<file path="src/rtl/sbs_pkg.sv">
package sbs_pkg;
  typedef enum logic [1:0] {
    SLOT_FREE  = 2'd0,
    SLOT_FETCH = 2'd1,
    SLOT_EXEC  = 2'd2
  } slot_phase_e;
endpackage

</file>
<file path="src/rtl/sbs_ring_ptr.sv">
// Head/tail/occupancy of the circular slot pool. NUM_SLOTS must be a power of two.
module sbs_ring_ptr #(
  parameter int NUM_SLOTS = 8,
  localparam int ID_W  = $clog2(NUM_SLOTS),
  localparam int CNT_W = $clog2(NUM_SLOTS + 1)
) (
  input  logic             clk,
  input  logic             rst,
  input  logic             alloc_i,
  input  logic             pop_i,
  input  logic             trunc_i,
  input  logic [ID_W-1:0]  trunc_id_i,
  input  logic             clear_i,
  output logic [ID_W-1:0]  head_o,
  output logic [ID_W-1:0]  tail_o,
  output logic [CNT_W-1:0] count_o
);
  logic [ID_W-1:0]  head_q, tail_q, head_n, tail_n;
  logic [CNT_W-1:0] cnt_q, cnt_n;

  always_comb begin
    head_n = head_q;
    tail_n = tail_q;
    cnt_n  = cnt_q;
    if (clear_i) begin
      // full discard: refetch reuses the oldest slot
      tail_n = head_q;
      cnt_n  = '0;
    end else if (trunc_i) begin
      // keep everything up to and including the resolving block
      tail_n = trunc_id_i + ID_W'(1);
      head_n = head_q + ID_W'(pop_i);
      cnt_n  = CNT_W'(ID_W'(trunc_id_i - head_q)) + CNT_W'(1) - CNT_W'(pop_i);
    end else begin
      head_n = head_q + ID_W'(pop_i);
      tail_n = tail_q + ID_W'(alloc_i);
      cnt_n  = cnt_q + CNT_W'(alloc_i) - CNT_W'(pop_i);
    end
  end

  always_ff @(posedge clk) begin
    if (rst) begin
      head_q <= '0;
      tail_q <= '0;
      cnt_q  <= '0;
    end else begin
      head_q <= head_n;
      tail_q <= tail_n;
      cnt_q  <= cnt_n;
    end
  end

  assign head_o  = head_q;
  assign tail_o  = tail_q;
  assign count_o = cnt_q;
endmodule

</file>
<file path="src/rtl/sbs_age_mask.sv">
// Per-slot liveness and "younger than ref_id" masks relative to the ring head.
module sbs_age_mask #(
  parameter int NUM_SLOTS = 8,
  localparam int ID_W  = $clog2(NUM_SLOTS),
  localparam int CNT_W = $clog2(NUM_SLOTS + 1)
) (
  input  logic [ID_W-1:0]      head_i,
  input  logic [CNT_W-1:0]     count_i,
  input  logic [ID_W-1:0]      ref_id_i,
  output logic [NUM_SLOTS-1:0] live_o,
  output logic [NUM_SLOTS-1:0] younger_o
);
  logic [ID_W-1:0] ref_rel;
  assign ref_rel = ref_id_i - head_i;

  for (genvar i = 0; i < NUM_SLOTS; i++) begin : g_age
    logic [ID_W-1:0] rel;
    assign rel          = ID_W'(i) - head_i;
    assign live_o[i]    = CNT_W'(rel) < count_i;
    assign younger_o[i] = live_o[i] && (rel > ref_rel);
  end
endmodule

</file>
<file path="src/rtl/sbs_slot_bank.sv">
// Slot storage: address/prediction memories (one write port each) and per-slot status.
module sbs_slot_bank
  import sbs_pkg::*;
#(
  parameter int NUM_SLOTS = 8,
  parameter int ADDR_W    = 16,
  localparam int ID_W = $clog2(NUM_SLOTS)
) (
  input  logic                 clk,
  input  logic                 rst,
  input  logic                 alloc_we_i,
  input  logic [ID_W-1:0]      alloc_idx_i,
  input  logic [ADDR_W-1:0]    alloc_addr_i,
  input  logic                 disp_we_i,
  input  logic [ID_W-1:0]      disp_idx_i,
  input  logic [ADDR_W-1:0]    disp_pred_i,
  input  logic                 outs_vld_i,
  input  logic [ID_W-1:0]      outs_id_i,
  input  logic                 exit_vld_i,
  input  logic [ID_W-1:0]      exit_id_i,
  input  logic                 exc_vld_i,
  input  logic [ID_W-1:0]      exc_id_i,
  input  logic [NUM_SLOTS-1:0] clear_i,
  input  logic [ID_W-1:0]      rd_addr_idx_i,
  output logic [ADDR_W-1:0]    rd_addr_o,
  input  logic [ID_W-1:0]      rd_pred_idx_i,
  output logic [ADDR_W-1:0]    rd_pred_o,
  output logic [NUM_SLOTS-1:0] exec_o,
  output logic [NUM_SLOTS-1:0] outs_o,
  output logic [NUM_SLOTS-1:0] exit_o,
  output logic [NUM_SLOTS-1:0] exc_o
);
  logic [ADDR_W-1:0] addr_mem [NUM_SLOTS];
  logic [ADDR_W-1:0] pred_mem [NUM_SLOTS];

  always_ff @(posedge clk) begin
    if (alloc_we_i) addr_mem[alloc_idx_i] <= alloc_addr_i;
  end

  always_ff @(posedge clk) begin
    if (disp_we_i) pred_mem[disp_idx_i] <= disp_pred_i;
  end

  assign rd_addr_o = addr_mem[rd_addr_idx_i];
  assign rd_pred_o = pred_mem[rd_pred_idx_i];

  for (genvar i = 0; i < NUM_SLOTS; i++) begin : g_slot
    slot_phase_e phase_q;
    logic        outs_q, exit_q, exc_q;
    logic        running;
    assign running = (phase_q == SLOT_EXEC);

    always_ff @(posedge clk) begin
      if (rst || clear_i[i]) begin
        phase_q <= SLOT_FREE;
        outs_q  <= 1'b0;
        exit_q  <= 1'b0;
        exc_q   <= 1'b0;
      end else if (alloc_we_i && alloc_idx_i == ID_W'(i)) begin
        phase_q <= SLOT_FETCH;
        outs_q  <= 1'b0;
        exit_q  <= 1'b0;
        exc_q   <= 1'b0;
      end else begin
        if (disp_we_i && disp_idx_i == ID_W'(i)) phase_q <= SLOT_EXEC;
        if (running && outs_vld_i && outs_id_i == ID_W'(i)) outs_q <= 1'b1;
        if (running && exit_vld_i && exit_id_i == ID_W'(i)) exit_q <= 1'b1;
        if (running && exc_vld_i && exc_id_i == ID_W'(i)) exc_q <= 1'b1;
      end
    end

    assign exec_o[i] = running;
    assign outs_o[i] = outs_q;
    assign exit_o[i] = exit_q;
    assign exc_o[i]  = exc_q;
  end
endmodule

</file>
<file path="src/rtl/spec_block_seq.sv">
module spec_block_seq #(
  parameter int              NUM_SLOTS  = 8,
  parameter int              ADDR_W     = 16,
  parameter logic [ADDR_W-1:0] RESET_ADDR = 16'h0100,
  localparam int ID_W  = $clog2(NUM_SLOTS),
  localparam int CNT_W = $clog2(NUM_SLOTS + 1)
) (
  input  logic                 clk,
  input  logic                 rst,
  output logic                 fetch_req_o,
  output logic [ADDR_W-1:0]    fetch_addr_o,
  output logic [ID_W-1:0]      fetch_id_o,
  input  logic                 fetch_done_i,
  input  logic [ADDR_W-1:0]    pred_addr_i,
  output logic [NUM_SLOTS-1:0] dispatch_en_o,
  input  logic                 outs_vld_i,
  input  logic [ID_W-1:0]      outs_id_i,
  input  logic                 exit_vld_i,
  input  logic [ID_W-1:0]      exit_id_i,
  input  logic [ADDR_W-1:0]    exit_tgt_i,
  input  logic                 exc_vld_i,
  input  logic [ID_W-1:0]      exc_id_i,
  output logic                 commit_vld_o,
  output logic [ID_W-1:0]      commit_id_o,
  output logic                 flush_vld_o,
  output logic [NUM_SLOTS-1:0] flush_mask_o
);
  logic [ID_W-1:0]      head, tail;
  logic [CNT_W-1:0]     count;
  logic [NUM_SLOTS-1:0] exec_v, outs_v, exit_v, exc_v, live_v, younger_v;
  logic [ADDR_W-1:0]    head_addr, exit_pred;

  logic [ADDR_W-1:0] pc_q, pc_n;
  logic              busy_q, busy_n;
  logic [ID_W-1:0]   fslot_q;

  logic head_exec, exc_flush, commit_ok, exit_ok, mispredict;
  logic fetch_kill, done_ok, alloc;
  logic [NUM_SLOTS-1:0] flush_n, clear_v, head_oh, fslot_oh;

  sbs_ring_ptr #(.NUM_SLOTS(NUM_SLOTS)) u_ring (
    .clk        (clk),
    .rst        (rst),
    .alloc_i    (alloc),
    .pop_i      (commit_ok),
    .trunc_i    (mispredict),
    .trunc_id_i (exit_id_i),
    .clear_i    (exc_flush),
    .head_o     (head),
    .tail_o     (tail),
    .count_o    (count)
  );

  sbs_age_mask #(.NUM_SLOTS(NUM_SLOTS)) u_age (
    .head_i    (head),
    .count_i   (count),
    .ref_id_i  (exit_id_i),
    .live_o    (live_v),
    .younger_o (younger_v)
  );

  sbs_slot_bank #(.NUM_SLOTS(NUM_SLOTS), .ADDR_W(ADDR_W)) u_bank (
    .clk           (clk),
    .rst           (rst),
    .alloc_we_i    (alloc),
    .alloc_idx_i   (tail),
    .alloc_addr_i  (pc_q),
    .disp_we_i     (done_ok),
    .disp_idx_i    (fslot_q),
    .disp_pred_i   (pred_addr_i),
    .outs_vld_i    (outs_vld_i),
    .outs_id_i     (outs_id_i),
    .exit_vld_i    (exit_vld_i),
    .exit_id_i     (exit_id_i),
    .exc_vld_i     (exc_vld_i),
    .exc_id_i      (exc_id_i),
    .clear_i       (clear_v),
    .rd_addr_idx_i (head),
    .rd_addr_o     (head_addr),
    .rd_pred_idx_i (exit_id_i),
    .rd_pred_o     (exit_pred),
    .exec_o        (exec_v),
    .outs_o        (outs_v),
    .exit_o        (exit_v),
    .exc_o         (exc_v)
  );

  assign head_oh  = NUM_SLOTS'(1) << head;
  assign fslot_oh = NUM_SLOTS'(1) << fslot_q;

  always_comb begin
    head_exec  = (count != '0) && exec_v[head];
    exc_flush  = head_exec && exc_v[head];
    commit_ok  = head_exec && outs_v[head] && exit_v[head] && !exc_v[head];
    exit_ok    = exit_vld_i && exec_v[exit_id_i] && !exit_v[exit_id_i];
    mispredict = exit_ok && (exit_tgt_i != exit_pred) && !exc_flush;

    if (exc_flush)       flush_n = live_v;
    else if (mispredict) flush_n = younger_v;
    else                 flush_n = '0;

    clear_v    = flush_n | (commit_ok ? head_oh : '0);
    fetch_kill = busy_q && flush_n[fslot_q];
    done_ok    = busy_q && fetch_done_i && !fetch_kill;
    alloc      = !busy_q && (count < CNT_W'(NUM_SLOTS)) && !exc_flush && !mispredict;

    if (alloc)                      busy_n = 1'b1;
    else if (done_ok || fetch_kill) busy_n = 1'b0;
    else                            busy_n = busy_q;

    if (exc_flush)       pc_n = head_addr;
    else if (mispredict) pc_n = exit_tgt_i;
    else if (done_ok)    pc_n = pred_addr_i;
    else                 pc_n = pc_q;
  end

  always_ff @(posedge clk) begin
    if (rst) begin
      pc_q          <= RESET_ADDR;
      busy_q        <= 1'b0;
      fslot_q       <= '0;
      fetch_req_o   <= 1'b0;
      fetch_addr_o  <= '0;
      fetch_id_o    <= '0;
      dispatch_en_o <= '0;
      commit_vld_o  <= 1'b0;
      commit_id_o   <= '0;
      flush_vld_o   <= 1'b0;
      flush_mask_o  <= '0;
    end else begin
      pc_q          <= pc_n;
      busy_q        <= busy_n;
      fetch_req_o   <= alloc;
      dispatch_en_o <= done_ok ? fslot_oh : '0;
      commit_vld_o  <= commit_ok;
      flush_vld_o   <= exc_flush || mispredict;
      flush_mask_o  <= flush_n;
      if (alloc) begin
        fslot_q      <= tail;
        fetch_addr_o <= pc_q;
        fetch_id_o   <= tail;
      end
      if (commit_ok) commit_id_o <= head;
    end
  end
endmodule

</file>
<file path="config.mk">
export PLATFORM = sky130hd
export DESIGN_NAME = spec_block_seq
export DESIGN_NICKNAME = d
export VERILOG_FILES = /design/src/rtl/sbs_pkg.sv /design/src/rtl/sbs_ring_ptr.sv /design/src/rtl/sbs_age_mask.sv /design/src/rtl/sbs_slot_bank.sv /design/src/rtl/spec_block_seq.sv
export SDC_FILE = /design/constraint.sdc
export NUM_CORES = 1
export LEC_CHECK = 0
export BUFFER_PORTS_ARGS = -buffer_cell sky130_fd_sc_hd__clkbuf_2
export CORE_UTILIZATION = 55
export CTS_CLUSTER_DIAMETER = 50
export CTS_CLUSTER_SIZE = 10
export DETAILED_ROUTE_END_ITERATION = 6
export PLACE_DENSITY = 0.87
export SETUP_SLACK_MARGIN = 0.1
export SYNTH_ARGS = -nofsm -noshare
export SYNTH_HDL_FRONTEND = slang
export SYNTH_SLANG_ARGS = --single-unit
</file>
<file path="constraint.sdc">
create_clock -name clk -period 5.05 [get_ports clk]
set_input_delay 0.7575 -clock clk [delete_from_list [all_inputs] [get_ports clk]]
set_output_delay 0.7575 -clock clk [all_outputs]
set_load 0.05 [all_outputs]
</file>
; Word level (Yosys, flattened, before mapping)
; Memories as Yosys holds them, arrays and structs flattened. A register that Yosys moved wholly into a read port is not among the register bits.
; Cells that the tools add are included.
[totals]
latch_bits = 0
ram_bits = 256
output_inout_bits = 41
memories = 2
word_cells = 315
regBits = 108
inputBits = 47
mem_bits_ro = 0
[op_classes]
reduce_logical = 129
div = 0
n_mul = 0
bitwise = 2
order_cmp = 20
mux = 47
shift = 2
n_eq_ne = 44
addsub = 16
[memory_table]
columns = memory, words, width, rd, rd_ports_with_merged_regs, wr, line_no
row1 = u_bank.addr_mem, 8, 16, 1, 1, 1, sbs_slot_bank.sv:33  ; logic [ADDR_W-1:0] addr_mem [NUM_SLOTS];
row2 = u_bank.pred_mem, 8, 16, 1, 0, 1, sbs_slot_bank.sv:34  ; logic [ADDR_W-1:0] pred_mem [NUM_SLOTS];
[op_table]
columns = op, count
row1 = $logic_and 1x1->1, 87
row2 = $eq 3x3->1 const B, 20
row3 = $mux 16, 3
row4 = $lt 3x4->1, 8
row5 = $eq 3x2->1 const B, 10
row6 = $mux 1, 29
row7 = $gt 3x3->1, 8
row8 = $mux 8, 3
row9 = $bmux 1 s3, 7
row10 = $reduce_or 2->1, 10
row11 = $reduce_bool 2->1, 9
row12 = $eq 2x2->1 const B, 8
row13 = $ne 16x16->1, 1
row14 = $shl 1x3->8 const A, 2
row15 = $eq 3x1->1 const B, 5
row16 = $logic_not 3->1, 5
row17 = $lt 3x4->1 const B, 3
row18 = $mux 3, 4
row19 = $sub 3x3->3 const A, 4
row20 = $logic_or 1x1->1, 10
row21 = $or 8x8->8, 1
row22 = $sub 4x1->4, 2
row23 = $add 3x1->3, 2
row24 = $logic_not 1->1, 6
row25 = 11 further kinds, 13

; Logic depth before layout (Yosys ltp)
[logic_depth]
ltp_word = 17
depth_mapped = 19
depth_no_buf = 15

; Modules after synthesis
; Synthesis repeated with hierarchy kept, for this count alone.
[hier_totals]
hier_cells = 1134
area_unflattened_um2 = 16505.8
[modules_own_cells]
columns = module, area_per_inst_um2, seq_area_each_um2, cells_per_inst, n_inst
row1 = sbs_slot_bank, 11681.2, 8488.1, 578, 1
row2 = spec_block_seq, 3274.4, 1161.1, 363, 1
row3 = sbs_age_mask, 817.0, 0.0, 114, 1
row4 = sbs_ring_ptr, 733.2, 200.2, 79, 1

; Worst setup path before layout
; No wires, ideal clock.
[synth_timing]
kind = input-to-reg
from = in exit_id_i[0]
to = mem u_bank.pred_mem[7][0], enable pin
path_stages = 17
t_arrival_ns = 4.714
t_required_ns = 4.686
path_slack_ns = -0.028
setup_ns = 0.364
n_path_buf = 2
cell_sequence = buf_2 > buf_2 > clkinv_1 > ha_1 > inv_1 > fa_1 > inv_1 > ha_1 > nor2b_1 > o2bb2ai_1 > a21oi_1 > o41ai_4 > a22oi_1 > o211a_1 > o211a_2 > or4_1 > inv_1
[synth_between]
elab_chain_len = 15
word_cells_on_any_way = 37
classes_between = add/sub: 1 / order compare: 8 / eq/ne: 1 / mux: 10 / reduce/logical: 16 / memory: 1
[synth_rtl]
columns = element, line_no
row1 = start: declaration, spec_block_seq.sv:19  ; input logic [ID_W-1:0] exit_id_i,
row2 = "parallel branches: the longest is 6 deep, another holds $mem_v2 8x16", n/a
row3 = $mux 8 (*), spec_block_seq.sv:99  ; else if (mispredict) flush_n = younger_v;
row4 = $mux 8 (*), spec_block_seq.sv:98  ; if (exc_flush) flush_n = live_v;
row5 = $bmux 1 s3 (*), spec_block_seq.sv:103  ; fetch_kill = busy_q && flush_n[fslot_q];
row6 = $mux 1 (implied by the code) (*), spec_block_seq.sv:103
row7 = $logic_and 1x1->1 (*), spec_block_seq.sv:103
row8 = $logic_not 1->1 (*), spec_block_seq.sv:104  ; done_ok = busy_q && fetch_done_i && !fetch_kill;
row9 = $logic_and 1x1->1 (*), spec_block_seq.sv:104
row10 = $mux 1 (*), sbs_slot_bank.sv:41  ; if (disp_we_i) pred_mem[disp_idx_i] <= disp_pred_i;
row11 = $mux 1 (implied by the code) (*), sbs_slot_bank.sv:41
row12 = end: declaration, sbs_slot_bank.sv:34
; Mark *: on every way between the ends. The select of a mux whose other input is x is not followed.

; Final worst setup path
[layout_timing]
from = reg u_ring.head_q[0], in the netlist u_ring.head_o[0]
to = mem u_bank.pred_mem[6][3], enable pin
[layout_between]
elab_chain_len = 15
word_cells_on_any_way = 50
classes_between = add/sub: 9 / order compare: 16 / mux: 10 / reduce/logical: 15
[layout_rtl]
columns = element, line_no
row1 = start: declaration, sbs_ring_ptr.sv:18  ; logic [ID_W-1:0] head_q, tail_q, head_n, tail_n;
row2 = start signal: assignment, sbs_ring_ptr.sv:47  ; head_q <= head_n;
row3 = "parallel branches: the longest is 7 deep, another holds $lt 3x4->1", n/a
row4 = $mux 8 (*), spec_block_seq.sv:98
row5 = $bmux 1 s3 (*), spec_block_seq.sv:103
row6 = $mux 1 (implied by the code) (*), spec_block_seq.sv:103
row7 = $logic_and 1x1->1 (*), spec_block_seq.sv:103
row8 = $logic_not 1->1 (*), spec_block_seq.sv:104
row9 = $logic_and 1x1->1 (*), spec_block_seq.sv:104
row10 = $mux 1 (*), sbs_slot_bank.sv:41
row11 = $mux 1 (implied by the code) (*), sbs_slot_bank.sv:41
; Marks and branches as above.

==> impl_metrics.tcl <==
set metrics [dict create \
    status "complete, but fails checks" \
    failed_checks "DRC" \
    slew_headroom 0.1783 \
    cts_tree "done" \
    cts_resized 0 \
    fp.dieH_um 172.5 \
    io_pins 88 \
    finalSetupTns_ns 0 \
    holdCritPathClass "flop to flop" \
    period_minus_slack_ns 4.643 \
    postRouteAntennaNets 0 \
    ctsHoldBuffers 0 \
    synth_edf_count 256 \
    clk_latency_ns 0.56 \
    fin_util 0.6422 \
    design.core.area_sq_um 28630 \
    syn-cell-area_sq_um 15990 \
    cts.htree.levels 2 \
    yosysWarnings 0 \
    skew_ns 0.02943 \
    grt_usage 0.2864 \
    crit_path_top_delay_cell "mux4_2" \
    cts_root_buf "clkbuf_16" \
    cp-startpoint "u_ring.head_o[0]" \
    cts_max_path_buffers 3 \
    cts.sinks 367 \
    syn_area_per_cell_sq_um 13.56 \
    grt_pass1_vias 10920 \
    p_total_uw 7621 \
    die_width_um 172.5 \
    synthDistinctLibCells 72 \
    max_stage_delay_ns 0.46 \
    critPathKind "flop to flop" \
    yosys.area.top_type_share 0.4807 \
    ir_drop_v 0.0002509 \
    cp-end-kind "flop" \
    drc 2 \
    antenna_found_initial 0 \
    finalHoldViolations 0 \
    viasPerCell 6.420 \
    min_from "fetch_addr_o[10]" \
    drt-initial-drc-count 1553 \
    synth_nets 1272 \
    wl_met1_um 15500 \
    cp_max_fo 19 \
    cp.required_ns 5.19 \
    fmax_ghz 0.2154 \
    numPortBuffers 87 \
    routed.top_layer "met4" \
    dr.pass1.iters 7 \
    rsz0062_at_grt "false" \
    period_share 0.9194 \
    cts_setup_buffers 0 \
    grt_pass1_wl_um 64620 \
    final_cell_area_sq_um 18380 \
    leakage_uw 0.006687 \
    clkTransAtPathRegs_ns 0.05 \
    p_per_area_nw_per_um2 414.6 \
    worst_pin_slew_ns 1.231 \
    n_antenna_cell 0 \
    fillCellCount 1951 \
    syn_inst 1179 \
    row_count 62 \
    wl_per_cell_um 24.74 \
    place_congestion 0.9739 \
    synth_area_leader_cell "edfxtp_1" \
    yosys-top-cells-area "edfxtp_1 48%, dfxtp_1 14%, mux4_2 7.5%" \
    ys.flop_type "edfxtp_1" \
    nets 1396 \
    setup_viol 0 \
    max-cap-violations 0 \
    syn2layout_area_growth_pct 14.95 \
    hpwlAfterDp_um 26670 \
    drv_slew 0 \
    r2r_start "u_ring.head_o[0]" \
    drive_gt1_frac 0.2109 \
    gr-total-overflow 0 \
    yosysSeqAreaShare 0.6197 \
    cts_buffers 45 \
    vias 11050 \
    dpl_cell_area_sq_um 17050 \
    initial_core_util 0.5587 \
    ys_seq_elements 367 \
    ys_async_sr_fraction 0 \
    worstPathCellList "buf_4 > inv_1 > ha_1 > inv_1 > ha_1 > nor2b_1 > o2bb2ai_1 > maj3_1 > mux4_2 > a211oi_1 > o21ai_0 > nand4_1 > inv_1" \
    dieArea_sq_um 29760 \
    worst_setup_path_start_kind "flop" \
    holdWs_ns 0.4529 \
    dr_wl_met2_um 20420 \
    critPathMostFrequentCell "inv_1" \
    routed_wl_um 42580 \
    cp.arrival_ns 4.78 \
    grt_max_degree 51 \
    met3_length_um 4232 \
]
-- routing by layer --
| metal | global-route usage | vias up |
|---|---|---|
| met2 | 0.4657 | 792 |
| li1 | - | 4744 |
| met3 | 0.05615 | 178 |
| met1 | 0.3603 | 5334 |
| met5 | 0 | - |
| met4 | 0.1622 | 0 |
-- cell type report --
| class | count | area [sq um] | area share |
|---|---|---|---|
| flip-flops and latches | 367 | 9911 | 0.5391 |
| multi-input cells | 704 | 5659 | 0.3079 |
| clock buffers | 73 | 1252 | 0.06813 |
| repair buffers | 134 | 800.8 | 0.04356 |
| well taps | 384 | 480.5 | 0.02614 |
| inverters | 51 | 200.2 | 0.01089 |
| clock inverters | 8 | 78.83 | 0.004288 |
-- layout by cell type, fill, tap and decap left out, drive strengths merged, types with 9 or more instances in the layout --
cell type	Yosys	layout
mux2	18	18
mux4	53	53
nor2	80	80
a31oi	29	29
buf	26	47
a221oi	11	11
dfxtp	111	111
ha	44	44
nand3	17	17
nor3	15	15
nand4	9	9
a21o	13	13
inv	49	51
edfxtp	256	256
nand2b	10	10
nand2	78	78
a21oi	64	64
xnor2	9	9
or3	10	10
a211o	12	12
nor2b	37	37
a22o	10	10
o21ai	27	27
clkbuf	31	160
a211oi	16	16
o22ai	10	10
mux2i	43	43
xor2	10	10
-- cell usage after synthesis, types with 11 or more instances --
cell	number
edfxtp_1	256
dfxtp_1	111
nor2_1	80
nand2_1	78
a21oi_1	64
mux4_2	53
inv_1	49
ha_1	44
mux2i_1	43
nor2b_1	37
clkbuf_1	31
a31oi_1	29
o21ai_0	26
mux2_2	17
nand3_1	17
a211oi_1	16
buf_2	15
nor3_1	14
a21o_1	13
a211o_1	12
a221oi_1	11
-- flip-flops by register name, summed over array words and instances, names as in the netlist, 16 cells and up, named ones only --
register	count
fetch_addr_o	16
pc_q	16
u_bank.pred_mem	128
u_bank.g_slot.phase_q	16
u_bank.addr_mem	128
-- logic make-up after synthesis --
| logic type | count (synthesis) | share of synthesized area |
|---|---|---|
| AOI/OAI and AO/OA | 235 | 0.09968 |
| xor gates and xnor gates | 19 | 0.01088 |
| adders and majority gates | 48 | 0.03818 |
| buffers and inverters | 108 | 0.02793 |
| DFF | 367 | 0.6197 |
| muxes | 114 | 0.1145 |
| and+or+nand+nor | 288 | 0.08919 |
-- worst max-delay path, delay by kind of cell (launching register included) --
| kind | cells | cell delay [ns] |
|---|---|---|
| muxes | 1 | 0.46 |
| buffers and inverters | 4 | 1.01 |
| AOI/OAI and AO/OA | 3 | 0.90 |
| and+or+nand+nor | 2 | 0.41 |
| DFF | 1 | 0.37 |
| adders and majority gates | 3 | 1.07 |
-- power breakdown --
part / switching, uW / internal, uW / total [uW]
Clock: 1210 / 1700 / 2910
Sequential: 136 / 3440 / 3580
Combinational: 725 / 408 / 1130
-- metrics by stage --
stage / setup slack, ns / cells
global placement: 0.2208 / 1640
floorplan: 0.07353 / 1179
CTS: 0.5404 / 1721
finish: 0.4071 / 1721
detailed placement: 0.1386 / 1640
global route: 0.2438 / 1721
-- path summary, 6_finish.rpt --
| kind | end | slack [ns] | cells past startpoint |
|---|---|---|---|
| worst max-delay path | u_bank.pred_mem[6][3] | 0.41 | 13 |
| worst max register to register | u_bank.pred_mem[6][3] | 0.41 | 13 |
| worst min-delay path | fetch_addr_o[10] | 0.45 | 2 |
| worst min register to register | fetch_addr_o[10] | 0.45 | 2 |
(Power assumes the default switching activity.)
